==> config.mk <==
export PLATFORM = sky130hd
export DESIGN_NAME = uop_cracker
export DESIGN_NICKNAME = d
export VERILOG_FILES = /design/src/rtl/uop_pkg.sv /design/src/rtl/uop_step_ctr.sv /design/src/rtl/uop_seq_table.sv /design/src/rtl/uop_cracker.sv
export SDC_FILE = /design/constraint.sdc
export NUM_CORES = 1
export LEC_CHECK = 0
export CORE_MARGIN = 1.5
export CORE_UTILIZATION = 49
export CTS_CLUSTER_SIZE = 28
export DETAILED_ROUTE_END_ITERATION = 12
export PLACE_DENSITY = 0.81
export SLEW_MARGIN = 25
export SYNTH_ARGS = -nofsm -noshare
export SYNTH_HDL_FRONTEND = slang
export SYNTH_HIERARCHICAL = 1
export SYNTH_SLANG_ARGS = --single-unit
==> constraint.sdc <==
create_clock -name clk -period 2.2 [get_ports clk]
set_input_delay 0.33 -clock clk [delete_from_list [all_inputs] [get_ports clk]]
set_output_delay 0.33 -clock clk [all_outputs]
set_load 0.1 [all_outputs]
==> src/rtl/uop_pkg.sv <==
package uop_pkg;
    localparam int REG_W  = 5;
    localparam int IMM_W  = 32;
    localparam int CLS_W  = 4;
    localparam int KIND_W = 4;

    typedef enum logic [CLS_W-1:0] {
        MC_ALU_RR   = 4'd0,
        MC_ALU_MSRC = 4'd1,
        MC_ALU_MDST = 4'd2,
        MC_CMP      = 4'd3,
        MC_BR       = 4'd4,
        MC_PUSH     = 4'd5,
        MC_CALL     = 4'd6,
        MC_RET      = 4'd7
    } mclass_e;

    typedef enum logic [KIND_W-1:0] {
        U_NOP   = 4'd0,
        U_ALU   = 4'd1,
        U_LOAD  = 4'd2,
        U_STORE = 4'd3,
        U_CMP   = 4'd4,
        U_BR    = 4'd5,
        U_JMP   = 4'd6,
        U_JR    = 4'd7,
        U_LPC   = 4'd8,
        U_SPADJ = 4'd9,
        U_ILL   = 4'd15
    } ukind_e;

    typedef struct packed {
        ukind_e           kind;
        logic [REG_W-1:0] dst;
        logic [REG_W-1:0] src_a;
        logic [REG_W-1:0] src_b;
        logic [IMM_W-1:0] imm;
    } uop_t;
endpackage

==> src/rtl/uop_step_ctr.sv <==
module uop_step_ctr #(
    parameter int STEP_W = 2
) (
    input  logic              clk,
    input  logic              rst_n,
    input  logic              clr,
    input  logic              adv,
    output logic [STEP_W-1:0] step
);
    always_ff @(posedge clk) begin
        if (!rst_n)   step <= '0;
        else if (clr) step <= '0;
        else if (adv) step <= step + STEP_W'(1);
    end
endmodule

==> src/rtl/uop_seq_table.sv <==
module uop_seq_table
    import uop_pkg::*;
#(
    parameter int STEP_W = 2,
    parameter int SP_IDX = 14,
    parameter int TMP_IDX = 31,
    parameter int SLOT = 4
) (
    input  logic [CLS_W-1:0]  cls,
    input  logic [STEP_W-1:0] step,
    input  logic [REG_W-1:0]  rd,
    input  logic [REG_W-1:0]  rs,
    input  logic [REG_W-1:0]  base,
    input  logic [IMM_W-1:0]  disp,
    input  logic [IMM_W-1:0]  npc,
    output uop_t              uop,
    output logic              last
);
    localparam logic [REG_W-1:0] SP  = REG_W'(SP_IDX);
    localparam logic [REG_W-1:0] TMP = REG_W'(TMP_IDX);
    localparam logic [IMM_W-1:0] DN  = IMM_W'(0) - IMM_W'(SLOT);
    localparam logic [IMM_W-1:0] UP  = IMM_W'(SLOT);

    always_comb begin
        uop  = '0;
        last = 1'b1;
        case (cls)
            MC_ALU_RR: begin
                uop.kind = U_ALU; uop.dst = rd; uop.src_a = rd; uop.src_b = rs;
            end
            MC_CMP: begin
                uop.kind = U_CMP; uop.src_a = rd; uop.src_b = rs;
            end
            MC_BR: begin
                uop.kind = U_BR; uop.imm = disp;
            end
            MC_ALU_MSRC: begin
                last = (step == STEP_W'(1));
                if (step == '0) begin
                    uop.kind = U_LOAD; uop.dst = TMP; uop.src_a = base; uop.imm = disp;
                end else begin
                    uop.kind = U_ALU; uop.dst = rd; uop.src_a = rd; uop.src_b = TMP;
                end
            end
            MC_ALU_MDST: begin
                last = (step == STEP_W'(2));
                if (step == '0) begin
                    uop.kind = U_LOAD; uop.dst = TMP; uop.src_a = base; uop.imm = disp;
                end else if (step == STEP_W'(1)) begin
                    uop.kind = U_ALU; uop.dst = TMP; uop.src_a = TMP; uop.src_b = rs;
                end else begin
                    uop.kind = U_STORE; uop.src_a = base; uop.src_b = TMP; uop.imm = disp;
                end
            end
            MC_PUSH: begin
                last = (step == STEP_W'(1));
                if (step == '0) begin
                    uop.kind = U_STORE; uop.src_a = SP; uop.src_b = rs; uop.imm = DN;
                end else begin
                    uop.kind = U_SPADJ; uop.dst = SP; uop.src_a = SP; uop.imm = DN;
                end
            end
            MC_CALL: begin
                last = (step == STEP_W'(3));
                if (step == '0) begin
                    uop.kind = U_LPC; uop.dst = TMP; uop.imm = npc;
                end else if (step == STEP_W'(1)) begin
                    uop.kind = U_STORE; uop.src_a = SP; uop.src_b = TMP; uop.imm = DN;
                end else if (step == STEP_W'(2)) begin
                    uop.kind = U_SPADJ; uop.dst = SP; uop.src_a = SP; uop.imm = DN;
                end else begin
                    uop.kind = U_JMP; uop.imm = disp;
                end
            end
            MC_RET: begin
                last = (step == STEP_W'(2));
                if (step == '0) begin
                    uop.kind = U_SPADJ; uop.dst = SP; uop.src_a = SP; uop.imm = UP;
                end else if (step == STEP_W'(1)) begin
                    uop.kind = U_LOAD; uop.dst = TMP; uop.src_a = SP; uop.imm = DN;
                end else begin
                    uop.kind = U_JR; uop.src_a = TMP;
                end
            end
            default: begin
                uop.kind = U_ILL;
            end
        endcase
    end
endmodule

==> src/rtl/uop_cracker.sv <==
module uop_cracker
    import uop_pkg::*;
#(
    parameter int SP_IDX  = 14,
    parameter int TMP_IDX = 31,
    parameter int SLOT    = 4,
    parameter int MAX_LEN = 4
) (
    input  logic             clk,
    input  logic             rst_n,
    input  logic             in_valid,
    output logic             in_ready,
    input  logic [CLS_W-1:0] in_cls,
    input  logic [REG_W-1:0] in_rd,
    input  logic [REG_W-1:0] in_rs,
    input  logic [REG_W-1:0] in_base,
    input  logic [IMM_W-1:0] in_disp,
    input  logic [IMM_W-1:0] in_npc,
    output logic             out_valid,
    input  logic             out_ready,
    output logic [KIND_W-1:0] out_kind,
    output logic [REG_W-1:0] out_dst,
    output logic [REG_W-1:0] out_src_a,
    output logic [REG_W-1:0] out_src_b,
    output logic [IMM_W-1:0] out_imm,
    output logic             out_eos
);
    localparam int STEP_W = $clog2(MAX_LEN);

    typedef enum logic {S_IDLE, S_EMIT} state_e;
    state_e state, state_nx;

    logic [CLS_W-1:0]  h_cls;
    logic [REG_W-1:0]  h_rd, h_rs, h_base;
    logic [IMM_W-1:0]  h_disp, h_npc;
    logic [STEP_W-1:0] step;
    uop_t              cur;
    logic              cur_last;
    logic              accept, handoff;

    assign accept  = in_valid && in_ready;
    assign handoff = out_valid && out_ready;

    always_comb begin
        state_nx = state;
        unique case (state)
            S_IDLE: if (accept) state_nx = S_EMIT;
            S_EMIT: if (handoff && cur_last) state_nx = S_IDLE;
        endcase
    end

    always_ff @(posedge clk) begin
        if (!rst_n) state <= S_IDLE;
        else        state <= state_nx;
    end

    always_ff @(posedge clk) begin
        if (!rst_n) begin
            h_cls <= '0; h_rd <= '0; h_rs <= '0; h_base <= '0;
            h_disp <= '0; h_npc <= '0;
        end else if (accept) begin
            h_cls <= in_cls; h_rd <= in_rd; h_rs <= in_rs; h_base <= in_base;
            h_disp <= in_disp; h_npc <= in_npc;
        end
    end

    uop_step_ctr #(.STEP_W(STEP_W)) u_step (
        .clk  (clk),
        .rst_n(rst_n),
        .clr  (accept),
        .adv  (handoff && !cur_last),
        .step (step)
    );

    uop_seq_table #(
        .STEP_W(STEP_W), .SP_IDX(SP_IDX), .TMP_IDX(TMP_IDX), .SLOT(SLOT)
    ) u_table (
        .cls (h_cls), .step(step), .rd(h_rd), .rs(h_rs), .base(h_base),
        .disp(h_disp), .npc(h_npc), .uop(cur), .last(cur_last)
    );

    always_comb begin
        in_ready  = 1'b0;
        out_valid = 1'b0;
        unique case (state)
            S_IDLE: in_ready  = 1'b1;
            S_EMIT: out_valid = 1'b1;
        endcase
        out_kind  = cur.kind;
        out_dst   = cur.dst;
        out_src_a = cur.src_a;
        out_src_b = cur.src_b;
        out_imm   = cur.imm;
        out_eos   = cur_last;
    end

    p_hold_stall_r9: assert property (@(posedge clk) disable iff (!rst_n)
        out_valid && !out_ready |=> out_valid &&
        $stable({out_kind, out_dst, out_src_a, out_src_b, out_imm, out_eos}));

    p_busy_blocks_input_r8: assert property (@(posedge clk) disable iff (!rst_n)
        out_valid |-> !in_ready);

    p_release_after_eos_r8: assert property (@(posedge clk) disable iff (!rst_n)
        out_valid && out_ready && out_eos |=> !out_valid && in_ready);

    p_accept_starts_r8: assert property (@(posedge clk) disable iff (!rst_n)
        in_valid && in_ready |=> out_valid);

    p_illegal_single_r10: assert property (@(posedge clk) disable iff (!rst_n)
        out_valid && out_kind == 4'd15 |-> out_eos);

    p_step_in_range_r6: assert property (@(posedge clk) disable iff (!rst_n)
        out_valid && out_ready && !out_eos |=> step != '0);
endmodule

==> Word-level counts from Yosys, hierarchy flattened <==
Cells that the tools add are included.
{ "op_classes": {"mux": 39, "reduce_logical": 11, "add_sub_neg": 1, "n_eq_ne": 10, "bitwise": 2} }
{ "ops": {"columns": ["cell", "n"], "rows": [
  ["$mux 32", 8],
  ["$pmux 32 s6", 1],
  ["$pmux 5 s6", 2],
  ["$mux 5", 7],
  ["$pmux 4 s8", 1],
  ["$mux 14", 2],
  ["$pmux 5 s5", 1],
  ["$mux 10", 2],
  ["$mux 9", 2],
  ["$eq 4x3->1 const B", 4],
  ["$mux 4", 4],
  ["$mux 12", 1],
  ["$eq 4x2->1 const B", 2],
  ["$reduce_or 2->1", 4],
  ["$eq 2x2->1 const B", 2],
  ["$eq 4x1->1 const B", 1],
  ["$logic_and 1x1->1", 4],
  ["$logic_not 4->1", 1],
  ["$mux 1", 4],
  ["$mux 3", 1],
  ["$pmux 1 s3", 1],
  ["$add 2x1->2 const B", 1],
  ["$eq 2x1->1 const B", 1],
  ["$logic_not 2->1", 1],
  ["other kinds (4)", 5]
]} }
{ "word_totals": {"ff_bits": 86} }

==> Longest topological paths before layout <==
Gate-level depths: netlist (run 1).
{ "logic_depth": {"depth_word": 6, "mapped_depth": 8} }

==> Hierarchy <==
Netlist (run 1), hierarchy kept.
{ "by_module_without_submodules": {"columns": ["module", "cells_per_inst", "area_per_inst_um2", "instances"], "rows": [
  ["uop_cracker", 368, 3380.7, 1],
  ["uop_seq_table", 303, 1741.7, 1],
  ["uop_step_ctr", 8, 85.1, 1]
]} }

==> Worst setup path before layout (run 1) <==
OpenSTA, ideal clock, no wires.
{ "synth_path": {"path_type": "register to output", "from": "register u_step.step[0]", "to": "output port out_imm[2]", "path_buffers": 2, "path_slack_ns": -1.630, "arrival_ns": 3.500, "path_stages_with_launch": 7, "t_required_ns": 1.870, "path_cell_list": "dfxtp_1 -> inv_1 -> ha_1 -> buf_2 -> clkbuf_1 -> nor3_1 -> o32ai_1"} }
{ "synth_between": {"elab_chain_len": 5, "word_cells_on_any_way": 12} }
{ "synth_lines": {"columns": ["element", "line", "text"], "rows": [
  ["start: declaration", "uop_step_ctr.sv:8", "output logic [STEP_W-1:0] step"],
  ["start signal: assignment", "uop_step_ctr.sv:13", "else if (adv) step <= step + STEP_W'(1);"],
  ["$eq 2x2->1", "uop_seq_table.sv:69", "end else if (step == STEP_W'(2)) begin"],
  ["$mux 32", "uop_seq_table.sv:69", null],
  ["$mux 32", "uop_seq_table.sv:67", "end else if (step == STEP_W'(1)) begin"],
  ["$mux 32", "uop_seq_table.sv:65", "if (step == '0) begin"],
  ["$pmux 32 s6 (*)", "uop_seq_table.sv:27", "case (cls)"],
  ["end: declaration", "uop_cracker.sv:25", "output logic [IMM_W-1:0] out_imm,"]
]} }
Mark *: on every way between the ends. The rest lies on a longest branch, timed or not.

==> Final worst setup path (run 1) <==
{ "layout_path": {"from": "register u_step.step[1]", "to": "output port out_imm[17]"} }
Same word-level chain as after synthesis.

==> impl_metrics.json, run 1 <==
{
  "outcome": "complete, but fails checks",
  "violations": "setup timing",
  "grt_pass1_vias": 5827,
  "start_kind": "register",
  "power_density_mw_per_mm2": 528,
  "drv_cap": 0,
  "yosysTopAreaCell": "dfxtp_1",
  "drc_errors": 0,
  "fin_nets": 936,
  "gr-usage-all-layers_pct": 32.2,
  "crit_arrival_ns": 2.33,
  "syn_area_per_cell_sq_um": 7.67,
  "synth_top_area_share_pct": 33.1,
  "ys_top_cells_by_area": "dfxtp_1, mux2i_1, nand2_1",
  "synthFlopType": "dfxtp_1",
  "io_pins": 141,
  "drt_wl_total_mm": 21.7,
  "yosysMostFrequentCell": "nand2_1",
  "synth.ff_latch_count": 86,
  "max-vdd-ir-drop_uv": 530,
  "rsz0062_at_grt": "yes",
  "min_period_ns": 2.66,
  "wire_per_inst_um": 22.0,
  "hold_path_class": "primary input to register",
  "die_h_um": 106,
  "seq_area_frac_synth_pct": 33.1,
  "cts.path.max_buffers": 2,
  "setup_slack_ns": -0.456,
  "area_delta_synth_final_pct": 77.9,
  "rows": 37,
  "drt_iter0_drc": 480,
  "synth_cell_types": 56,
  "slew_headroom_pct": 73.0,
  "utilization_pct": 89.8,
  "cts_htree_levels": 3,
  "setup_viol_count_final": 52,
  "max_freq_mhz": 376,
  "synth_edf_count": 0,
  "cts.clk_slew.worst_paths_ns": 0.09,
  "crit_type": "register to output pin",
  "fin_skew_ns": 0.00794,
  "synthesis.area_sq_mm": 0.00521,
  "insertion_delay_ns": 0.39,
  "r2r_slack_ns": 0.10,
  "async_flop_share_pct": 0,
  "ant_nets": 0,
  "dieArea_sq_mm": 0.0113,
  "hold_violations": 0,
  "dpl_worst_slack_ns": 0.00512,
  "yosys-top-cells-count": "nand2_1, dfxtp_1, mux2i_1",
  "holdWs_ns": 0.395,
  "crit_path_end_kind": "output pin",
  "grt_pass1_wl_mm": 28.6,
  "vias_per_cell": 6.09,
  "grt_max_degree": 55,
  "antenna_found_initial": 0,
  "cp.required_ns": 1.87,
  "finalWeightedCongestion": 0.932,
  "drive_gt1_share_pct": 34.8,
  "cts_tree": "built",
  "drt_pass1_iterations": 5,
  "hpwl_mm": 11.3,
  "die_width_um": 106,
  "cts-root-buf": "clkbuf_8",
  "synth_warnings": 6,
  "final.period_utilization_pct": 121,
  "crit_fanout": 18,
  "core_area_sq_mm": 0.0103,
  "p_leak_nw": 3.42,
  "cts_buffers": 9,
  "synth_cells": 679,
  "tightest_slew_ns": 0.404,
  "start_util_pct": 50.4,
  "overflow": 0,
  "clock-sinks": 86,
  "diodes": 0,
  "syn_nets": 772,
  "via_count": 5997,
  "drv_slew": 0,
  "portBuffers": 140
}
==> repair_timing <==
item,in CTS,in global routing
hold endpoints to repair,0,0
setup buffers,15,16
resized for setup,97,88
pin swaps,15,25
setup endpoints to repair,52,52
gates cloned,5,4
hold buffers,0,0
==> state kept, by name, indices dropped and copies added (netlist names) <==
register	count
h_rs	5
h_npc	32
h_cls	4
h_base	5
u_step/step	2
state	1
h_disp	32
h_rd	5
==> power by group <==
| part | switching [mW] | total, mW | internal [mW] | leakage [nW] |
|---|---|---|---|---|
| Combinational | 1.23 | 2.08 | 0.856 | 2.62 |
| Clock | 0.609 | 1.05 | 0.438 | 0.0905 |
| Sequential | 0.101 | 1.76 | 1.66 | 0.711 |
| Total | 1.94 | 4.89 | 2.95 | 3.42 |
==> cell usage in the layout (no fill, tap or decap), types with 19 or more instances in the layout <==
cell and instances:
mux2i_1 83, a21oi_4 32, nand2_1 178, buf_12 63, clkdlybuf4s50_1 85, buf_4 36
nor2_1 30, a21oi_2 21, dfxtp_1 80, a211oi_4 19, inv_1 38
==> metal layers <==
metal | part of all wire [%] | global-route usage [%] | up-vias
met4 | 5.8 | 12.6 | 0
met5 | 0 | 0 | -
met1 | 36 | 34.8 | 2862
li1 | - | - | 2610
met3 | 8.7 | 8.40 | 116
met2 | 50 | 59.5 | 409
==> worst max-delay path, stage by stage, from the launching register on <==
cell and delay, ns:
dfxtp_4 0.40, inv_6 0.05, ha_4 0.18, buf_4 0.19
buf_8 0.18, a21oi_1 0.33, nor2_1 0.18, a21oi_4 0.21
buf_12 0.20
==> cells by family after synthesis <==
kind of cell / Yosys count / synth area share (%)
compound gates: 147 / 18.1
xor+xnor: 3 / 0.505
fa+ha+maj: 6 / 1.44
buf+inv: 98 / 9.87
flops: 86 / 33.1
mux: 83 / 16.0
simple gates: 256 / 21.0
==> through the flow <==
| stage | instance area, sq um | cells | power (mW) | setup TNS (ns) |
|---|---|---|---|---|
| after floorplan | 5740 | 679 | 2.93 | -2.92 |
| after global placement | 7790 | 928 | 3.53 | 0 |
| after detailed placement | 7790 | 928 | 3.56 | 0 |
| after CTS | 8650 | 964 | 4.66 | -11.44 |
| after global routing | 9270 | 984 | 5.03 | -16.46 |
| final | 9270 | 984 | 4.89 | -13.65 |
==> path summary, 6_finish.rpt <==
kind | start | to | cells past startpoint
max | u_step/step[1] | out_imm[17] | 8
min reg2reg | h_npc[24] | h_npc[24] | 2
min | rst_n | h_cls[3] | 3
max reg2reg | h_cls[0] | u_step/step[1] | 9
==> layout make-up <==
cell class / instances / area, sq um
fillers: 388 / 1060
repair buffers: 210 / 2860
clock inverters: 4 / 21.3
inverters: 41 / 164
multi-input cells: 495 / 4170
flip-flops and latches: 86 / 1740
well taps: 136 / 170
clock buffers: 12 / 145
No activity file was read; power rests on OpenSTA's default activity.
==> run 2: changes to the inputs <==
- CAP_MARGIN: default -> 20
- CORE_MARGIN: 1.5 -> default
==> impl_metrics.json, run 2 (same netlist as run 1, synthesis figures left out) <==
{
  "outcome": "complete, but fails checks",
  "violations": "setup timing",
  "via_count": 6213,
  "hold_violations": 0,
  "design_area_sq_mm": 0.00945,
  "r2r-start": "u_step/step[0]",
  "area_delta_synth_final_pct": 81.4,
  "drv_slew": 0,
  "gr-usage-all-layers_pct": 34.5,
  "setup_slack_ns": -0.444,
  "setup_tns_ns": -15.97,
  "fin_skew_ns": 0.0193,
  "cts_buffers": 9,
  "crit_arrival_ns": 2.31,
  "critPathCapture": "out_src_b[2]",
  "start_util_pct": 50.4,
  "die_h_um": 105,
  "timing.rr.end": "u_step/step[1]",
  "power_density_mw_per_mm2": 529,
  "rows": 37,
  "setup_viol_count_final": 53,
  "grt_pass1_vias": 6098,
  "reg2regPathDepth": 10,
  "p_total_mw": 4.99,
  "dpl_cell_area_sq_mm": 0.00783,
  "clock-sinks": 86,
  "min_period_ns": 2.64,
  "cts_htree_levels": 3,
  "max_freq_mhz": 378,
  "max-vdd-ir-drop_uv": 513,
  "drt_iter0_drc": 613,
  "cp.required_ns": 1.87,
  "io_pins": 141,
  "final_cell_mix": "nand2_1, clkdlybuf4s50_1, mux2i_1",
  "cts.clk_slew.worst_paths_ns": 0.10,
  "antenna_found_initial": 2,
  "ant_nets": 0,
  "drt_wl_total_mm": 24.3,
  "dieArea_sq_mm": 0.0110,
  "grt_pass1_wl_mm": 30.1,
  "drt_pass1_iterations": 6,
  "portBuffers": 140,
  "start_kind": "register",
  "wire_per_inst_um": 24.5,
  "insertion_delay_ns": 0.39,
  "cts_tree": "built",
  "grt_max_degree": 80,
  "drc_errors": 0,
  "die_width_um": 105,
  "rsz0062_at_grt": "yes",
  "overflow": 0,
  "finalWeightedCongestion": 0.935,
  "layout_commonest_cell": "nand2_1",
  "final.period_utilization_pct": 120,
  "vias_per_cell": 6.26,
  "drive_gt1_share_pct": 36.6,
  "cts_hold_buf": 0,
  "hold_path_class": "primary input to register",
  "fin_nets": 941,
  "cts-root-buf": "clkbuf_8",
  "crit_fanout": 4,
  "core_area_sq_mm": 0.0103,
  "crit_type": "register to output pin",
  "r2r_slack_ns": -0.04,
  "slew_headroom_pct": 71.6,
  "largestRegisters": "h_disp x32, h_npc x32",
  "tightest_slew_ns": 0.420,
  "drv_cap": 0,
  "p_leak_nw": 3.50,
  "hpwl_mm": 11.1,
  "crit_path_end_kind": "output pin",
  "cts.path.max_buffers": 2,
  "utilization_pct": 91.5,
  "worstSetupStartpoint": "u_step/step[1]"
}
[run 2: cell count changes in the layout (fill, tap and decap cells not counted), sizes merged]
cell	before	now
inv	42	41
diode	0	3
buf	119	122
clkbuf	18	20
clkinv	3	4
[run 2: where the power goes]
| group | internal (mW) | switching, mW | total [mW] |
|---|---|---|---|
| clock | 0.497 | 0.637 | 1.13 |
| sequential | 1.66 | 0.115 | 1.77 |
| combinational | 0.844 | 1.24 | 2.09 |
[run 2: cell type report]
type                       count  area [sq um]
fill                         357           876
clock buffer                  12           165
multi-input combinational    495          4350
clock inverter                 4          20.0
sequential                    86          1740
tap                          136           170
timing repair buffer         215          2830
antenna                        3          7.51
inverter                      41           166
[run 2: worst min path at each step]
stage              start        end  slack, ns  cells after the start
3_3_place_gp   h_npc[20]  h_npc[20]       0.44                      2
5_1_grt            rst_n   h_cls[3]       0.40                      3
4_1_cts            rst_n   h_cls[1]       0.36                      3
3_5_place_dp    h_npc[4]   h_npc[4]       0.45                      2
6_report           rst_n   h_npc[0]       0.38                      3
2_1_floorplan  h_disp[2]  h_disp[2]       0.43                      2
[run 2: critical path: stages, from the launching register on]
cell and delay [ns]:
dfxtp_4 0.40, inv_6 0.05, buf_4 0.13, ha_1 0.23
buf_4 0.19, o41ai_1 0.46, a21bo_2 0.27, buf_12 0.18
[run 2: metal layers]
| metal | global-route usage [%] | vias up | part of all wire (%) | wire (um) |
|---|---|---|---|---|
| met5 | 0 | - | 0 | 0 |
| met4 | 16.8 | 0 | 7.2 | 1760 |
| met3 | 7.99 | 180 | 11 | 2610 |
| met2 | 62.3 | 492 | 48 | 11500 |
| met1 | 37.8 | 2927 | 35 | 8380 |
| li1 | - | 2614 | - | - |
[run 2: through the flow]
step / hold WS (ns) / worst slack, ns / instances
after global routing: 0.398 / -0.488 / 992
final: 0.383 / -0.444 / 992
after detailed placement: 0.446 / 0.0486 / 932
after global placement: 0.442 / 0.0570 / 932
after floorplan: 0.434 / -0.501 / 679
after CTS: 0.359 / -0.306 / 977
[run 2: timing repair]
action	CTS	global route
pin swaps	14	44
setup endpoints to repair	51	51
cloned	3	5
gates resized for setup	124	82
buffers inserted	26	10
